**src/rtl/histo_pkg.sv**
```systemverilog
// Shared types for the run-merging histogram unit.
package histo_pkg;
    typedef enum logic [2:0] {
        ST_IDLE,
        ST_CLEAR,
        ST_COUNT,
        ST_DRAIN,
        ST_FLUSH,
        ST_DONE
    } histo_state_e;
endpackage

```
**src/rtl/histo_bin_ram.sv**
```systemverilog
// Bin memory: one synchronous read port and one write port per cycle.
// Assumes: when a read and a write hit the same address in one cycle,
// the read returns the data being written (forwarding). q holds when re=0.
module histo_bin_ram #(
    parameter int ADDR_W = 4,
    parameter int DATA_W = 16
) (
    input  logic              clk,
    input  logic              re,
    input  logic [ADDR_W-1:0] raddr,
    input  logic              we,
    input  logic [ADDR_W-1:0] waddr,
    input  logic [DATA_W-1:0] wdata,
    output logic [DATA_W-1:0] q
);
    localparam int DEPTH = 1 << ADDR_W;

    logic [DATA_W-1:0] mem [DEPTH];

    // Write port: store the count.
    always_ff @(posedge clk) begin
        if (we) mem[waddr] <= wdata;
    end

    // Read port: registered output, same-address write forwarded.
    always_ff @(posedge clk) begin
        if (re) begin
            if (we && (waddr == raddr)) q <= wdata;
            else                        q <= mem[raddr];
        end
    end
endmodule

```
**src/rtl/histo_ctrl.sv**
```systemverilog
// Phase controller: idle -> clear all bins -> count -> drain the pipeline
// -> flush the open run -> done pulse -> idle.
// Assumes start is only honoured in idle; s_last marks the final accept.
module histo_ctrl #(
    parameter int VAL_W = 4
) (
    input  logic             clk,
    input  logic             rst_n,
    input  logic             start,
    input  logic             last_acc,
    output histo_pkg::histo_state_e state,
    output logic [VAL_W-1:0] clr_addr,
    output logic             run_start
);
    import histo_pkg::*;

    localparam logic [VAL_W-1:0] LAST_BIN = {VAL_W{1'b1}};

    histo_state_e st_q;

    assign state     = st_q;
    assign run_start = (st_q == ST_IDLE) && start;

    // Phase sequencing and clear-address stepping.
    always_ff @(posedge clk) begin
        if (!rst_n) begin
            st_q     <= ST_IDLE;
            clr_addr <= '0;
        end else begin
            case (st_q)
                ST_IDLE:  if (start) begin
                              st_q     <= ST_CLEAR;
                              clr_addr <= '0;
                          end
                ST_CLEAR: begin
                              clr_addr <= clr_addr + 1'b1;
                              if (clr_addr == LAST_BIN) st_q <= ST_COUNT;
                          end
                ST_COUNT: if (last_acc) st_q <= ST_DRAIN;
                ST_DRAIN: st_q <= ST_FLUSH;
                ST_FLUSH: st_q <= ST_DONE;
                default:  st_q <= ST_IDLE;
            endcase
        end
    end

    // the done state never lasts more than one cycle.
    p_done_single_r7: assert property (@(posedge clk) disable iff (!rst_n)
        (st_q == ST_DONE) |=> (st_q != ST_DONE));

    // counting is only reached from the clear phase after the last bin.
    p_count_after_clear_r6: assert property (@(posedge clk) disable iff (!rst_n)
        ($past(st_q) == ST_CLEAR && st_q == ST_COUNT) |-> ($past(clr_addr) == LAST_BIN));
endmodule

```
**src/rtl/histo_run_merge.sv**
```systemverilog
// Run-merging datapath. Stage 0 issues the bin read on a value change;
// stage 1, one cycle later, sees the read data and either extends the run
// or stores the finished run and seeds a new one. Assumes the memory read
// has one cycle latency with same-cycle write forwarding.
module histo_run_merge #(
    parameter int VAL_W = 4,
    parameter int CNT_W = 16
) (
    input  logic             clk,
    input  logic             rst_n,
    input  logic             run_start,
    input  logic             accept,
    input  logic [VAL_W-1:0] s_data,
    input  logic             flush,
    input  logic [CNT_W-1:0] ram_q,
    output logic             re,
    output logic [VAL_W-1:0] raddr,
    output logic             we,
    output logic [VAL_W-1:0] waddr,
    output logic [CNT_W-1:0] wdata
);
    logic             first_q;
    logic [VAL_W-1:0] last_q;
    logic             v1_valid, v1_diff, v1_first;
    logic [VAL_W-1:0] v1_val;
    logic [VAL_W-1:0] prev_q;
    logic [CNT_W-1:0] acc_q;
    logic             change0;

    assign change0 = first_q || (s_data != last_q);
    assign re      = accept && change0;
    assign raddr   = s_data;

    // Write on a value change (not the first sample) or at the flush.
    assign we    = flush || (v1_valid && v1_diff && !v1_first);
    assign waddr = prev_q;
    assign wdata = acc_q;

    // Stage 0: track the last accepted value and the first-sample flag.
    always_ff @(posedge clk) begin
        if (!rst_n) begin
            first_q <= 1'b1;
            last_q  <= '0;
        end else if (run_start) begin
            first_q <= 1'b1;
        end else if (accept) begin
            first_q <= 1'b0;
            last_q  <= s_data;
        end
    end

    // Stage 1 register: the sample one cycle behind its read request.
    always_ff @(posedge clk) begin
        if (!rst_n) begin
            v1_valid <= 1'b0;
            v1_diff  <= 1'b0;
            v1_first <= 1'b0;
            v1_val   <= '0;
        end else begin
            v1_valid <= accept;
            v1_diff  <= change0;
            v1_first <= first_q;
            v1_val   <= s_data;
        end
    end

    // Stage 1: extend the run, or start a new one from the stored count.
    always_ff @(posedge clk) begin
        if (!rst_n) begin
            prev_q <= '0;
            acc_q  <= '0;
        end else if (v1_valid) begin
            prev_q <= v1_val;
            if (v1_diff) acc_q <= ram_q + CNT_W'(1);
            else         acc_q <= acc_q + CNT_W'(1);
        end
    end

    // a repeat of the same value never touches the bin memory.
    p_no_ram_on_repeat_r2: assert property (@(posedge clk) disable iff (!rst_n)
        (accept && !first_q && s_data == last_q) |-> !re);

    // inside a run the count grows by exactly one per sample.
    p_run_step_r2: assert property (@(posedge clk) disable iff (!rst_n)
        (v1_valid && !v1_diff) |=> (acc_q == $past(acc_q) + CNT_W'(1)));

    // a stored run is written to the bin of the value that just ended.
    p_store_prev_bin_r3: assert property (@(posedge clk) disable iff (!rst_n)
        (v1_valid && v1_diff && !v1_first && !flush) |-> (waddr != v1_val));
endmodule

```
**src/rtl/run_histo.sv**
```systemverilog
// Top of the streaming run-merging histogram unit. Muxes the bin memory
// between the clear sweep, the counting datapath and the host read port.
// Assumes a sample is accepted when s_valid and s_ready are both high.
module run_histo #(
    parameter int VAL_W = 4,
    parameter int CNT_W = 16
) (
    input  logic             clk,
    input  logic             rst_n,
    input  logic             start,
    input  logic             s_valid,
    input  logic [VAL_W-1:0] s_data,
    input  logic             s_last,
    output logic             s_ready,
    output logic             done,
    input  logic [VAL_W-1:0] rd_addr,
    output logic [CNT_W-1:0] rd_data
);
    import histo_pkg::*;

    histo_state_e     state;
    logic [VAL_W-1:0] clr_addr;
    logic             run_start, accept, host_rd, clearing;
    logic             dp_re, dp_we;
    logic [VAL_W-1:0] dp_raddr, dp_waddr;
    logic [CNT_W-1:0] dp_wdata;
    logic             ram_re, ram_we;
    logic [VAL_W-1:0] ram_raddr, ram_waddr;
    logic [CNT_W-1:0] ram_wdata, ram_q;

    assign s_ready  = (state == ST_COUNT);
    assign done     = (state == ST_DONE);
    assign accept   = s_valid && s_ready;
    assign host_rd  = (state == ST_IDLE) || (state == ST_DONE);
    assign clearing = (state == ST_CLEAR);

    histo_ctrl #(.VAL_W(VAL_W)) u_ctrl (
        .clk       (clk),
        .rst_n     (rst_n),
        .start     (start),
        .last_acc  (accept && s_last),
        .state     (state),
        .clr_addr  (clr_addr),
        .run_start (run_start)
    );

    histo_run_merge #(.VAL_W(VAL_W), .CNT_W(CNT_W)) u_merge (
        .clk       (clk),
        .rst_n     (rst_n),
        .run_start (run_start),
        .accept    (accept),
        .s_data    (s_data),
        .flush     (state == ST_FLUSH),
        .ram_q     (ram_q),
        .re        (dp_re),
        .raddr     (dp_raddr),
        .we        (dp_we),
        .waddr     (dp_waddr),
        .wdata     (dp_wdata)
    );

    // Memory port selection: clear sweep, counting datapath or host reads.
    always_comb begin
        ram_we    = clearing ? 1'b1     : dp_we;
        ram_waddr = clearing ? clr_addr : dp_waddr;
        ram_wdata = clearing ? '0       : dp_wdata;
        ram_re    = host_rd  ? 1'b1     : dp_re;
        ram_raddr = host_rd  ? rd_addr  : dp_raddr;
    end

    histo_bin_ram #(.ADDR_W(VAL_W), .DATA_W(CNT_W)) u_ram (
        .clk   (clk),
        .re    (ram_re),
        .raddr (ram_raddr),
        .we    (ram_we),
        .waddr (ram_waddr),
        .wdata (ram_wdata),
        .q     (ram_q)
    );

    assign rd_data = ram_q;

    // done only follows a cycle in which the final run was written.
    p_flush_before_done_r5: assert property (@(posedge clk) disable iff (!rst_n)
        done |-> $past(ram_we));

    // ready drops only after a last sample has been accepted.
    p_ready_holds_r4: assert property (@(posedge clk) disable iff (!rst_n)
        (s_ready && !(s_valid && s_last)) |=> s_ready);

    // no memory write while the host read port owns the memory.
    p_bins_frozen_r8: assert property (@(posedge clk) disable iff (!rst_n)
        (state == ST_IDLE) |-> !ram_we);
endmodule

```
**config.mk**
```make
export PLATFORM = sky130hd
export DESIGN_NAME = run_histo
export DESIGN_NICKNAME = d
export VERILOG_FILES = /design/src/rtl/histo_pkg.sv /design/src/rtl/histo_bin_ram.sv /design/src/rtl/histo_ctrl.sv /design/src/rtl/histo_run_merge.sv /design/src/rtl/run_histo.sv
export SDC_FILE = /design/constraint.sdc
export NUM_CORES = 1
export LEC_CHECK = 0
export ABC_AREA = 1
export CAP_MARGIN = 25
export CORE_ASPECT_RATIO = 1.4
export CORE_MARGIN = 10
export CORE_UTILIZATION = 60
export DETAILED_ROUTE_END_ITERATION = 6
export PLACE_DENSITY = 0.74
export REMOVE_ABC_BUFFERS = 1
export SLEW_MARGIN = 10
export SYNTH_ARGS = -nofsm -noshare
export SYNTH_HDL_FRONTEND = slang
export SYNTH_SLANG_ARGS = --single-unit
```
**constraint.sdc**
```tcl
create_clock -name clk -period 4.8 [get_ports clk]
set_input_delay 0.96 -clock clk [delete_from_list [all_inputs] [get_ports clk]]
set_output_delay 0.96 -clock clk [all_outputs]
set_load 0.02 [all_outputs]
```
Yosys cells after proc, flatten, opt, wreduce, memory -nomap -nowiden
Memory sizes are Yosys's and may differ from the RTL's. A register that Yosys moved wholly into a read port is not among the register bits.
Index checks and enable logic that the tools add are counted.
{ "totals": {"output_inout_bits": 18, "register_bits": 39, "inputBits": 13, "wordCells": 56, "latchBits": 0, "mem_bits_rw": 256, "mem_count": 1, "romBits": 0} }
{ "classes": {"bitwise_logic": 2, "multipliers": 0, "n_addsub": 3, "magnitude_cmp": 0, "n_reduce_logical": 16, "muxes": 14, "eq_ne": 10, "n_div": 0, "shift": 0} }
{ "memory_table": {"columns": ["name", "depth", "width", "rd", "rd_clocked_by_memory_dff", "wr", "line_no", "source"], "rows": [
  ["u_ram.mem", 16, 16, 1, 1, 1, "histo_bin_ram.sv:18", "logic [DATA_W-1:0] mem [DEPTH];"]
]} }
{ "op_table": {"columns": ["cell", "n"], "rows": [
  ["16-bit by 1-bit adder with 16-bit output (second input constant)", 2],
  ["16-bit two-way mux", 2],
  ["3-bit case mux with 5 select lines", 1],
  ["4-bit two-way mux", 3],
  ["3-bit two-way mux", 3],
  ["4-bit case mux with 2 select lines", 1],
  ["3-bit by 2-bit equality test with 1-bit output (second input constant)", 2],
  ["3-bit equality test (second input constant)", 2],
  ["1-bit logical AND", 6],
  ["4-bit by 1-bit adder with 4-bit output (second input constant)", 1],
  ["4-bit equality test (second input constant)", 1],
  ["1-bit two-way mux", 4],
  ["2-bit by 1-bit != test with 1-bit output (second input constant)", 2],
  ["4-bit != test", 1],
  ["2-bit AND reduction", 2],
  ["3-bit by 1-bit equality test with 1-bit output (second input constant)", 1],
  ["3-bit zero test", 1],
  ["1-bit logical OR", 3],
  ["3-bit AND reduction", 1],
  ["2-bit != test (second input constant)", 1],
  ["1-bit inverter", 2],
  ["2-bit nonzero test", 1],
  ["2-bit OR reduction", 1],
  ["1-bit zero test", 1]
]} }

Logic depth before layout (Yosys ltp)
Gate-level depths: netlist of the first run.
{ "logic_depth": {"word_depth": 6, "depth_mapped": 14, "ltp_nobuf": 13} }

Hierarchy
A second synthesis of the first run with hierarchy kept.
{ "unflattened": {"hier_cells": 1595, "hier_area_um2": 14745.4} }
{ "modules_own_cells": {"columns": ["mod", "cells_each", "area_per_inst_um2", "instances", "seq_area_each_um2"], "rows": [
  ["histo_bin_ram", 1138, 11939.0, 1, 8167.8],
  ["histo_run_merge", 323, 2087.0, 1, 640.6],
  ["histo_ctrl", 57, 381.6, 1, 140.1],
  ["run_histo", 77, 337.8, 1, 0.0]
]} }

Least setup slack after synthesis of the first run
No wires, ideal clock.
{ "synth_path": {"path_type": "reg2reg", "from": "reg u_ctrl.st_q[0], in the netlist u_ctrl.state[0]", "to": "mem u_ram.mem[4][0] (enable)", "path_stages_with_launch": 6, "path_buffers": 0, "setup_ns": 0.388, "synth_period_minus_slack_ns": 2.310, "setup_slack_ns": 2.490, "t_arrival_ns": 1.922, "required_ns": 4.412, "cell_sequence": "dfxtp_1 nand3_2 or2_2 o21ai_2 nand3_1 nor2_1"} }
{ "synth_via": {"elab_chain_cells": 5, "elab_cells_between_ends": 7, "classes_between": "2 x eq/ne; 4 x mux; 1 x reduce/logical"} }
{ "synth_lines": {"columns": ["item", "line_no", "source"], "rows": [
  ["start, declared", "histo_ctrl.sv:19", "histo_state_e st_q;"],
  ["start signal, assigned", "histo_ctrl.sv:27", "st_q <= ST_IDLE;"],
  ["start signal, assigned", "histo_ctrl.sv:32", "st_q <= ST_CLEAR;"],
  ["start signal, assigned", "histo_ctrl.sv:37", "if (clr_addr == LAST_BIN) st_q <= ST_COUNT;"],
  ["3-bit equality test", "run_histo.sv:53", ".flush (state == ST_FLUSH),"],
  ["1-bit logical OR", "histo_run_merge.sv:35", "assign we = flush || (v1_valid && v1_diff && !v1_first);"],
  ["1-bit two-way mux", "run_histo.sv:64", "ram_we = clearing ? 1'b1 : dp_we;"],
  ["1-bit two-way mux", "histo_bin_ram.sv:22", "if (we) mem[waddr] <= wdata;"],
  ["1-bit two-way mux (not written as such)", "histo_bin_ram.sv:22", null],
  ["end, declared", "histo_bin_ram.sv:18", null]
]} }
Parallel ways exist; a longest one is shown, timed or not.

Worst setup path after layout of the first run
{ "layout_path": {"from": "reg u_merge.v1_diff", "to": "mem u_ram.mem[3][10] (enable)"} }
{ "layout_via": {"elab_chain_cells": 6} }
{ "layout_lines": {"columns": ["item", "line_no", "source"], "rows": [
  ["start, declared", "histo_run_merge.sv:24", "logic v1_valid, v1_diff, v1_first;"],
  ["start signal, assigned", "histo_run_merge.sv:61", "v1_diff <= change0;"],
  ["1-bit logical AND (2 in a row)", "histo_run_merge.sv:35", null],
  ["1-bit logical OR", "histo_run_merge.sv:35", null],
  ["1-bit two-way mux", "run_histo.sv:64", null],
  ["1-bit two-way mux", "histo_bin_ram.sv:22", null],
  ["1-bit two-way mux (not written as such)", "histo_bin_ram.sv:22", null]
]} }
No other way between the ends.

==> results.rst, run 1 <==
.. list-table::
   :header-rows: 1

   * - Metric
     - Value
   * - #FFs+latches synth
     - 311
   * - Compound-Gate Fraction of Synth Area
     - 3.17%
   * - Final clock period utilization by the worst path
     - 69.7%
   * - Routed wirelength normalized by instance count
     - 20.0 µm
   * - First-pass GRT wire length
     - 58.7 mm
   * - First-iteration detailed-routing DRC count
     - 1231
   * - Largest voltage drop on the vdd net
     - 705 µV
   * - Crit-path max cell delay
     - 900 ps
   * - Vias
     - 10800
   * - Pin count of the biggest net entering global routing
     - 96
   * - Share of layout cells above drive strength 1
     - 7.06%
   * - Relative area change from synthesis to final layout
     - 10.4%
   * - Dominant combinational cell family by area after synthesis
     - simple AND/OR/NAND/NOR gates
   * - Largest delay contributor family on the critical path
     - simple AND/OR/NAND/NOR gates
   * - Clock tree from TritonCTS
     - yes
   * - Most Used Layer, Global Route
     - met2
   * - Unrepaired setup endpoints after global routing
     - no
   * - Worst setup SP type
     - register
   * - Initial cell density of the core
     - 60.4%
   * - Combinational power share
     - 40.4%
   * - Met1 demand-to-capacity share in global routing
     - 30.0%
   * - Crit end category
     - register
   * - H-Tree Level Count
     - 1
   * - Post-Synth XOR/XNOR Area
     - 0.800%
   * - Via count of the first global-routing pass
     - 10700
   * - Count of nets after finishing
     - 1568
   * - CP Class
     - register to register
   * - GR Layer Usage met2
     - 42.1%
   * - Min Tclk post-route
     - 3340 ps
   * - Met3 GRT Util
     - 3.35%
   * - Number of buffers inserted to repair setup after CTS
     - 0
   * - Worst slew margin
     - 33.5%
   * - Crit-path max FO
     - 26
   * - Height of the die
     - 203 µm
   * - Die Outline Area
     - 30700 µm²
   * - Slew Viols, Final
     - 0
   * - Site Rows
     - 67
   * - CTS Sinks
     - 311
   * - Power Internal
     - 0.00539 W
   * - Count of maximum capacitance violations
     - 0
   * - Final Wtd Congestion
     - 0.884
   * - Cell with the largest stage delay on the worst path
     - sky130_fd_sc_hd__dfxtp_1
   * - Top cells by area in the synthesized netlist
     - sky130_fd_sc_hd__edfxtp_1 (57%), sky130_fd_sc_hd__nand3_1 (11%), sky130_fd_sc_hd__inv_1 (8.6%), sky130_fd_sc_hd__nand2_1 (8.3%), sky130_fd_sc_hd__dfxtp_1 (5.4%)
   * - Antenna diode count
     - 0
   * - Worst-Skew Late Latency
     - 540 ps
   * - Initial antenna violation count
     - 0
   * - Residual DRC count
     - 0
   * - Setup clock skew after layout
     - 20.7 ps
   * - Core region area
     - 23800 µm²
   * - Hold-fix buffer count after cts
     - 0
   * - Length of the first detailed-routing pass in iterations
     - 5
   * - Sequential fraction of design power
     - 37.5%
   * - Hold Violations, Final
     - 0
   * - Transition at the pin with the smallest max-transition slack
     - 994 ps
   * - Grt ovf
     - 0
   * - Cells along the critical path
     - inv_1, nor3_1, nor3_1, inv_1, nand3_1, nor2_2, buf_4
   * - Status
     - complete, no violations
   * - Multiplexer area fraction after synthesis
     - 0.0696%
   * - Cells resized by post-CTS repair
     - 0
   * - Netlist area before placement
     - 14400 µm²
   * - Buffers from clock root to sink, at most
     - 3
   * - HPWL reported at the end of detailed placement
     - 22.1 mm
   * - Simple logic cell fraction of the synthesized area
     - 22.6%
   * - Post-Route WL
     - 37.6 mm
   * - Number of buffers created by CTS
     - 27
   * - CTS clk-pin slew, worst paths
     - 70 ps
   * - Adder-Cell Fraction of Synth Area
     - 0.174%
   * - Count of different cell masters after synthesis
     - 37
   * - Routed Antenna Nets
     - 0
   * - Fillers
     - 1874
   * - Synthesized netlist cell count
     - 1534
   * - Worst path buffer plus inverter count
     - 3
   * - Final sum of negative setup slack
     - 0 ps
   * - Die width
     - 151 µm
   * - Sequential-to-total area share from yosys stat
     - 62.2%
   * - IO Pins
     - 31
   * - Synth Area per Inst
     - 9.38 µm²
   * - Data arrival time of the critical path
     - 3570 ps
   * - Yosys top cell area share
     - 56.8%
   * - Worst min-delay path class
     - register to register
   * - CTS Root Buffer Type
     - sky130_fd_sc_hd__clkbuf_16
   * - Total power divided by cell area
     - 576 nW/µm²
   * - Cell taking the most area after synthesis
     - sky130_fd_sc_hd__edfxtp_1
   * - Switching part of the total power
     - 41.0%
   * - Power Total
     - 0.00914 W
   * - Clock group share of total power
     - 22.1%
   * - Yosys synthesis warning count
     - 0
   * - Number of buffers inserted by port buffering
     - 30
   * - Via density per instance
     - 5.74
   * - Top achievable clock speed
     - 299 MHz
   * - Switching power
     - 0.00375 W
   * - Final setup violating endpoints
     - 0
   * - Tot GR Track Use
     - 24.7%
   * - Total leakage power
     - 7.10 nW
   * - Endpoint required time on the critical path
     - 5030 ps
routing by layer:
metal  wire length [µm]  vias up
met1              13500     5047
met2              18900      624
li1                   -     5009
met5                  0        -
met4               1780        0
met3               3430      118
synthesized netlist by cell type, drive strengths merged:
master and number:
mux2i 1, o21bai 3, dfxtp 39, xor2 8
o2111ai 1, a211oi 1, nor2 48, a21oi 23
o21ai 43, edfxtp 272, a31oi 2, inv 334
nand3b 2, o211ai 2, nand4 17, buf 42
nand2 321, or2 3, xnor2 3, ha 2
nor3 10, nand3 327, clkbuf 29, o22ai 1
worst reg2reg max path, stage by stage (launching register included):
cell,delay (ps)
sky130_fd_sc_hd__dfxtp_1,900
sky130_fd_sc_hd__inv_1,400
sky130_fd_sc_hd__nor3_1,230
sky130_fd_sc_hd__nor3_1,80
sky130_fd_sc_hd__inv_1,160
sky130_fd_sc_hd__nand3_1,220
sky130_fd_sc_hd__nor2_2,690
sky130_fd_sc_hd__buf_4,350
sequential cells by signal (all words and copies together) (netlist names):
name,flops
u_ram.mem,256
u_merge.wdata,16
u_ram.q,16
u_ctrl.clr_addr,4
u_merge.last_q,4
u_merge.v1_val,4
u_merge.waddr,4
u_ctrl.state,3
u_merge.first_q,1
u_merge.v1_diff,1
u_merge.v1_first,1
u_merge.v1_valid,1
worst paths after layout:
check,start,to,slack [ps],cells past startpoint
worst max register to register,u_merge.v1_diff$_SDFF_PN0_,u_ram.mem[3][10]$_DFFE_PP_,1460,7
worst max-delay path,u_merge.v1_diff$_SDFF_PN0_,u_ram.mem[3][10]$_DFFE_PP_,1460,7
worst min-delay path,u_merge.v1_val[1]$_SDFF_PN0_,u_merge.waddr[1]$_SDFFE_PN0P_,470,2
worst min register to register,u_merge.v1_val[1]$_SDFF_PN0_,u_merge.waddr[1]$_SDFFE_PN0P_,470,2
stage by stage:
step	cell area [µm²]	setup WS, ps	hold slack (ps)	std cells	utilization [%]
floorplan	14100	303	420	1463	-
detailed placement	15100	1410	449	1834	63.3
CTS	15900	1540	468	1882	66.7
global route	15900	1360	495	1882	66.7
global placement	15100	1470	439	1834	63.3
finish	15900	1460	470	1882	66.7
kinds of logic (layout without fill, tap and decap cells):
group | Yosys count | after routing
mux | 1 | 1
fa+ha+maj | 2 | 2
compound gates | 76 | 76
flops | 311 | 311
simple gates | 728 | 728
buf+inv | 405 | 443
xor+xnor | 11 | 11
placed cells by master, fill, tap and decap left out, types with 3 or more instances in the layout:
master | synthesis | routed
sky130_fd_sc_hd__inv_1 | 331 | 331
sky130_fd_sc_hd__buf_4 | 2 | 29
sky130_fd_sc_hd__nand3_1 | 324 | 323
sky130_fd_sc_hd__xor2_1 | 7 | 7
sky130_fd_sc_hd__nor3_1 | 10 | 10
sky130_fd_sc_hd__o21ai_0 | 35 | 35
sky130_fd_sc_hd__nand2_1 | 318 | 315
sky130_fd_sc_hd__edfxtp_1 | 272 | 272
sky130_fd_sc_hd__clkbuf_1 | 29 | 6
sky130_fd_sc_hd__nor2_1 | 47 | 31
sky130_fd_sc_hd__nand2_2 | 1 | 3
sky130_fd_sc_hd__or2_2 | 3 | 3
sky130_fd_sc_hd__o21ai_1 | 4 | 3
sky130_fd_sc_hd__clkinv_1 | 0 | 3
sky130_fd_sc_hd__xnor2_1 | 3 | 3
sky130_fd_sc_hd__a21oi_1 | 21 | 21
sky130_fd_sc_hd__nor2_2 | 1 | 17
sky130_fd_sc_hd__clkbuf_8 | 0 | 3
sky130_fd_sc_hd__clkbuf_16 | 0 | 27
sky130_fd_sc_hd__nand4_1 | 17 | 17
sky130_fd_sc_hd__nand3_2 | 2 | 3
sky130_fd_sc_hd__o21bai_1 | 3 | 3
sky130_fd_sc_hd__dfxtp_1 | 39 | 39
sky130_fd_sc_hd__nand2_4 | 2 | 3
sky130_fd_sc_hd__clkdlybuf4s50_1 | 0 | 30
sky130_fd_sc_hd__o21ai_4 | 2 | 3
sky130_fd_sc_hd__clkinv_2 | 0 | 7
sky130_fd_sc_hd__inv_2 | 3 | 3
power groups by stage:
| stage | Combinational (W) | Sequential, W | Clock [W] |
|---|---|---|---|
| final | 0.00370 | 0.00342 | 0.00202 |
| after global routing | 0.00400 | 0.00344 | 0.00214 |
| after CTS | 0.00365 | 0.00341 | 0.00203 |
| after detailed placement | 0.00363 | 0.00346 | 0 |
| after global placement | 0.00356 | 0.00347 | 0 |
| after floorplan | 0.00221 | 0.00348 | 0 |
cell type report:
| class | instances | area, µm² | area share [%] |
|---|---|---|---|
| sequential | 311 | 8950 | 56.4 |
| multi-input combinational | 818 | 3930 | 24.7 |
| inverter | 334 | 1250 | 7.90 |
| clock buffer | 36 | 739 | 4.66 |
| timing repair buffer | 61 | 558 | 3.51 |
| tap | 310 | 388 | 2.44 |
| clock inverter | 12 | 61.3 | 0.386 |
No activity file was read; power rests on OpenSTA's default activity.
==> run 2: changes to the inputs <==
clock period = 3.25 ns   (was 4.8 ns; I/O delays follow)
==> run 2 against run 1 <==
Net effect:
- critical path depth shrank 4
- sequential share of layout area shrank 1.2 points
- non-clock buffer count grew 20
- die area is the same
- first-iteration DRC count grew 2.6%
- global-route usage shrank 0.082 points
- cell area grew 2.2%
- sequential cell count is the same
- via count is essentially flat
==> results.rst, run 2 (same netlist as run 1, synthesis figures left out) <==
.. list-table::
   :header-rows: 1

   * - Metric
     - Value
   * - Reg2Reg Launch Point
     - u_ctrl.state[0]$_SDFFE_PN0P_
   * - Total power divided by cell area
     - 863 nW/µm² (+50%)
   * - Via density per instance
     - 5.66 (-1.3%)
   * - Setup slack, reg-to-reg
     - 450 ps (-1010 ps)
   * - Final setup violating endpoints
     - 0 (unchanged)
   * - Unrepaired setup endpoints after global routing
     - no
   * - Routed Antenna Nets
     - 0 (unchanged)
   * - Status
     - complete, no violations
   * - Most frequent standard cell in the layout excluding fill and tap cells
     - sky130_fd_sc_hd__inv_1
   * - Setup clock skew after layout
     - 13.2 ps (-7.58 ps)
   * - Start point of the worst hold path
     - u_merge.v1_val[1]$_SDFF_PN0_
   * - Count of nets after finishing
     - 1590 (+1.4%)
   * - Number of flip-flops in the largest register
     - 256 (unchanged)
   * - Length of the first detailed-routing pass in iterations
     - 6 (+1)
   * - Relative area change from synthesis to final layout
     - 12.8%
   * - IO Pins
     - 31 (unchanged)
   * - First-pass GRT wire length
     - 58.4 mm (-0.55%)
   * - Hold Path Cell Cnt
     - 2 (unchanged)
   * - Via count of the first global-routing pass
     - 10600 (-0.93%)
   * - Core region area
     - 23800 µm² (unchanged)
   * - Crit-path max FO
     - 4 (-85%)
   * - Final Wtd Congestion
     - 0.886 (+0.21%)
   * - Count of maximum capacitance violations
     - 0 (unchanged)
   * - Transition at the pin with the smallest max-transition slack
     - 1030 ps (+35.3 ps)
   * - Slew Viols, Final
     - 0 (unchanged)
   * - Share of layout cells above drive strength 1
     - 8.27% (+1.2 points)
   * - Top register by number of flip-flops
     - u_ram.mem
   * - Post-Route WL
     - 37.7 mm (+0.28%)
   * - Number of buffers created by CTS
     - 29 (+7.4%)
   * - Worst slew margin
     - 31.3% (-2.2 points)
   * - Final sum of negative setup slack
     - 0 ps (unchanged)
   * - Worst-Skew Late Latency
     - 540 ps (about the same)
   * - Worst setup SP type
     - register
   * - Initial antenna violation count
     - 0 (unchanged)
   * - Height of the die
     - 203 µm (unchanged)
   * - CTS Sinks
     - 311 (unchanged)
   * - Clock tree from TritonCTS
     - yes
   * - Die Outline Area
     - 30700 µm² (unchanged)
   * - Vias
     - 10800 (-0.028%)
   * - First-iteration detailed-routing DRC count
     - 1263 (+2.6%)
   * - Data arrival time of the critical path
     - 2220 ps (-1350 ps)
   * - Worst hold-check slack
     - 468 ps (-1.93 ps)
   * - Worst path buffer plus inverter count
     - 2 (-1)
   * - Total leakage power
     - 7.29 nW (+2.5%)
   * - Hold Violations, Final
     - 0 (unchanged)
   * - Antenna diode count
     - 0 (unchanged)
   * - Initial cell density of the core
     - 60.4% (unchanged)
   * - Top achievable clock speed
     - 348 MHz
   * - HPWL reported at the end of detailed placement
     - 23.0 mm (+4.0%)
   * - CP Class
     - register to output port
   * - Reg-to-reg critical path endpoint
     - u_ram.mem[3][12]$_DFFE_PP_
   * - Die width
     - 151 µm (unchanged)
   * - Power Total
     - 0.0140 W (+53%)
   * - Min Tclk post-route
     - 2870 ps
   * - Grt ovf
     - 0 (unchanged)
   * - Routed wirelength normalized by instance count
     - 19.8 µm (-1.0%)
   * - CTS Root Buffer Type
     - sky130_fd_sc_hd__clkbuf_16
   * - Crit end category
     - output port
   * - Largest delay contributor family on the critical path
     - buffers and inverters
   * - Commonest non-fill, non-tap cells in the layout
     - sky130_fd_sc_hd__inv_1 (331), sky130_fd_sc_hd__nand3_1 (323), sky130_fd_sc_hd__nand2_1 (315)
   * - Buffers from clock root to sink, at most
     - 3 (unchanged)
   * - Crit-path max cell delay
     - 730 ps (-170 ps)
   * - Number of buffers inserted by port buffering
     - 30 (unchanged)
   * - Residual DRC count
     - 0 (unchanged)
   * - Endpoint required time on the critical path
     - 2600 ps (-2430 ps)
   * - Cells resized by post-CTS repair
     - 0 (unchanged)
   * - Worst min-delay path class
     - register to register
   * - Path depth of the worst reg2reg path
     - 6 (-1)
   * - Cells along the critical path
     - inv_1, nor3_1, clkdlybuf4s50_1
   * - CTS clk-pin slew, worst paths
     - 60 ps (about the same)
   * - Worst Hold Endpoint
     - u_merge.waddr[1]$_SDFFE_PN0P_
   * - Cell with the largest stage delay on the worst path
     - sky130_fd_sc_hd__clkdlybuf4s50_1
   * - H-Tree Level Count
     - 1 (unchanged)
   * - Largest voltage drop on the vdd net
     - 1090 µV (+54%)
   * - Number of buffers inserted to repair setup after CTS
     - 0 (unchanged)
   * - Site Rows
     - 67 (unchanged)
   * - Hold-fix buffer count after cts
     - 0 (unchanged)
   * - Final clock period utilization by the worst path
     - 88.4%
   * - Tot GR Track Use
     - 24.6% (-0.082 points)
   * - Pin count of the biggest net entering global routing
     - 64 (-33%)
run 2: layout make-up:
cell class | instances | area [µm²]
clock buffers | 42 | 825
multi-input cells | 818 | 3930
repair buffers | 81 | 796
flip-flops and latches | 311 | 8950
inverters | 334 | 1250
well taps | 310 | 388
clock inverters | 11 | 82.6
fillers | 1824 | 7590
run 2: per-layer routing:
layer / share of wire (%) / track usage, % / vias up
li1: - / - / 5058
met1: 37 / 30.3 / 5034
met2: 49 / 40.6 / 571
met3: 8.9 / 4.26 / 132
met4: 5.6 / 12.9 / 0
met5: 0 / 0 / -
run 2: per-stage QoR:
step / instances / setup slack (ps) / utilization (%) / instance area, µm²
floorplan: 1463 / -1020 / - / 14100
global placement: 1854 / 533 / 64.3 / 15300
detailed placement: 1854 / 437 / 64.3 / 15300
CTS: 1907 / 350 / 68.1 / 16200
global route: 1907 / 260 / 68.1 / 16200
finish: 1907 / 378 / 68.1 / 16200
run 2: worst max path at each step:
| stage | start | to | slack, ps | depth (start not counted) |
|---|---|---|---|---|
| 6_report | u_ctrl.state[1]$_SDFFE_PN0P_ | s_ready | 380 | 3 |
| 5_1_grt | u_ctrl.state[1]$_SDFFE_PN0P_ | s_ready | 260 | 3 |
| 4_1_cts | u_ctrl.state[1]$_SDFFE_PN0P_ | s_ready | 350 | 3 |
| 3_5_place_dp | s_data[0] | u_ram.q[10]$_DFFE_PP_ | 440 | 11 |
| 3_3_place_gp | s_data[0] | u_ram.q[15]$_DFFE_PP_ | 530 | 12 |
| 2_1_floorplan | u_ctrl.state[0]$_SDFFE_PN0P_ | u_ram.q[0]$_DFFE_PP_ | -1020 | 9 |
run 2: worst register-to-register path, stage by stage (launching register included):
cell	delay, ps
sky130_fd_sc_hd__dfxtp_1	480
sky130_fd_sc_hd__nand3_2	320
sky130_fd_sc_hd__or2_2	420
sky130_fd_sc_hd__o21ai_2	150
sky130_fd_sc_hd__nand3_1	280
sky130_fd_sc_hd__nor2_2	550
sky130_fd_sc_hd__buf_4	310
run 2: power by group:
group	leakage [nW]	internal, W	switching, W
Combinational	4.14	0.00173	0.00398
Clock	0.443	0.00184	0.00142
Sequential	2.71	0.00482	0.000213
Total	7.29	0.00838	0.00561
==> run 3: changes to the inputs <==
clock period = 3.17 ns   (was 3.25 ns; I/O delays follow)
==> run 3 against run 2 <==
Net effect:
- clock power is 11% higher
- utilization is 0.57 points higher
- first-iteration DRC count is 5.7% higher
- via count is 1.6% higher
- worst setup slack worse by 92 ps
- hold slack worse by 5.7 ps
- die area stayed put
- cell area is 0.84% higher
- combinational power is 4.4% higher
- clock skew hardly changed
==> results.rst, run 3 (same netlist as run 1, synthesis figures left out) <==
.. list-table::
   :header-rows: 1

   * - Metric
     - Value
   * - Final setup violating endpoints
     - 0 (unchanged)
   * - Top achievable clock speed
     - 347 MHz
   * - CTS clk-pin slew, worst paths
     - 60 ps (about the same)
   * - Count of maximum capacitance violations
     - 0 (unchanged)
   * - Transition at the pin with the smallest max-transition slack
     - 909 ps (-121 ps)
   * - Largest voltage drop on the vdd net
     - 1090 µV (+0.14%)
   * - Relative area change from synthesis to final layout
     - 13.7%
   * - Worst min-delay path class
     - register to register
   * - Routed wirelength normalized by instance count
     - 19.8 µm (+0.33%)
   * - Tot GR Track Use
     - 24.5% (-0.054 points)
   * - Hold Violations, Final
     - 0 (unchanged)
   * - Hold-fix buffer count after cts
     - 0 (unchanged)
   * - Setup clock skew after layout
     - 13.3 ps (+0.114 ps)
   * - Data arrival time of the critical path
     - 2250 ps (+30 ps)
   * - Fillers
     - 1774 (-2.7%)
   * - Post-Route WL
     - 37.9 mm (+0.49%)
   * - Core region area
     - 23800 µm² (unchanged)
   * - Length of the first detailed-routing pass in iterations
     - 6 (unchanged)
   * - Slew Viols, Final
     - 0 (unchanged)
   * - Count of nets after finishing
     - 1593 (+0.19%)
   * - Post-place setup slack
     - 414 ps (-22.7 ps)
   * - Final sum of negative setup slack
     - 0 ps (unchanged)
   * - Crit end category
     - output port
   * - Height of the die
     - 203 µm (unchanged)
   * - Worst setup SP type
     - register
   * - Vias
     - 11000 (+1.6%)
   * - Via count of the first global-routing pass
     - 10700 (+0.49%)
   * - Residual DRC count
     - 0 (unchanged)
   * - IO Pins
     - 31 (unchanged)
   * - Most frequent standard cell in the layout excluding fill and tap cells
     - sky130_fd_sc_hd__inv_1
   * - Pin count of the biggest net entering global routing
     - 70 (+9.4%)
   * - Clock tree from TritonCTS
     - yes
   * - Min Tclk post-route
     - 2880 ps
   * - Routed Antenna Nets
     - 0 (unchanged)
   * - Die Outline Area
     - 30700 µm² (unchanged)
   * - Total power divided by cell area
     - 901 nW/µm² (+4.4%)
   * - Total leakage power
     - 7.35 nW (+0.94%)
   * - Share of layout cells above drive strength 1
     - 8.94% (+0.67 points)
   * - Site Rows
     - 67 (unchanged)
   * - HPWL reported at the end of detailed placement
     - 23.2 mm (+1.1%)
   * - First-iteration detailed-routing DRC count
     - 1335 (+5.7%)
   * - Final Wtd Congestion
     - 0.906 (+2.2%)
   * - Worst slew margin
     - 39.3% (+8.0 points)
   * - Antenna diode count
     - 0 (unchanged)
   * - Number of buffers inserted by port buffering
     - 30 (unchanged)
   * - Utilization after layout
     - 68.7% (+0.57 points)
   * - Worst-Skew Late Latency
     - 550 ps (about the same)
   * - Status
     - complete, no violations
   * - Top register by number of flip-flops
     - u_ram.mem
   * - Final clock period utilization by the worst path
     - 91.0%
   * - CTS Sinks
     - 311 (unchanged)
   * - CTS Root Buffer Type
     - sky130_fd_sc_hd__clkbuf_16
   * - Number of buffers inserted to repair setup after CTS
     - 0 (unchanged)
   * - Die width
     - 151 µm (unchanged)
   * - Initial antenna violation count
     - 0 (unchanged)
   * - Commonest non-fill, non-tap cells in the layout
     - sky130_fd_sc_hd__inv_1 (331), sky130_fd_sc_hd__nand3_1 (323), sky130_fd_sc_hd__nand2_1 (315)
   * - First-pass GRT wire length
     - 58.4 mm (about the same)
   * - Endpoint required time on the critical path
     - 2540 ps (-60 ps)
   * - H-Tree Level Count
     - 1 (unchanged)
   * - Crit-path max FO
     - 4 (unchanged)
   * - Buffers from clock root to sink, at most
     - 3 (unchanged)
   * - Worst setup slack after layout
     - 287 ps (-91.6 ps)
   * - Number of flip-flops in the largest register
     - 256 (unchanged)
   * - CP Class
     - register to output port
   * - Cells resized by post-CTS repair
     - 0 (unchanged)
   * - Grt ovf
     - 0 (unchanged)
   * - Number of buffers created by CTS
     - 28 (-3.4%)
   * - Via density per instance
     - 5.74 (+1.4%)
   * - Initial cell density of the core
     - 60.4% (unchanged)
   * - Unrepaired setup endpoints after global routing
     - no
-- run 3: report_power, final --
part           internal [W]  leakage (nW)  total (W)  switching [W]
clock network       0.00210         0.492    0.00361        0.00150
logic               0.00183          4.16    0.00596        0.00413
registers           0.00494          2.71    0.00518       0.000236
-- run 3: through the flow --
stage | std cells | hold WS [ps] | cell area [µm²] | power [W]
5_1_grt | 1910 | 493 | 16400 | 0.0154
6_report | 1910 | 462 | 16400 | 0.0147
3_3_place_gp | 1858 | 436 | 15400 | 0.0110
4_1_cts | 1910 | 462 | 16400 | 0.0147
2_1_floorplan | 1463 | 420 | 14100 | 0.00863
3_5_place_dp | 1858 | 444 | 15400 | 0.0111
-- run 3: path summary, 6_finish.rpt --
check,start,endpoint,slack [ps],depth (start not counted)
worst max-delay path,u_ctrl.state[1]$_SDFFE_PN0P_,s_ready,290,3
worst min-delay path,u_merge.v1_val[1]$_SDFF_PN0_,u_merge.waddr[1]$_SDFFE_PN0P_,460,2
worst max register to register,u_ctrl.state[0]$_SDFFE_PN0P_,u_ram.mem[8][13]$_DFFE_PP_,450,8
worst min register to register,u_merge.v1_val[1]$_SDFF_PN0_,u_merge.waddr[1]$_SDFFE_PN0P_,460,2
-- run 3: worst max-delay path, cell delays in order, from the launching register on --
cell,delay [ps]
sky130_fd_sc_hd__dfxtp_1,380
sky130_fd_sc_hd__inv_1,110
sky130_fd_sc_hd__nor3_1,470
sky130_fd_sc_hd__clkdlybuf4s50_1,740
-- run 3: cell type report --
cell class	instances	area [µm²]	share of cell area (%)
inverter	334	1250	7.66
clock inverter	15	193	1.18
timing repair buffer	85	851	5.20
clock buffer	37	796	4.86
tap	310	388	2.37
sequential	311	8950	54.7
multi-input combinational	818	3930	24.0
-- run 3: per-layer routing --
layer	GRT usage (%)	part of all wire, %	vias to the layer above
met5	0	0	-
met4	13.4	5.5	0
met3	4.19	10	147
met2	40.2	49	665
met1	30.2	36	5089
li1	-	-	5063
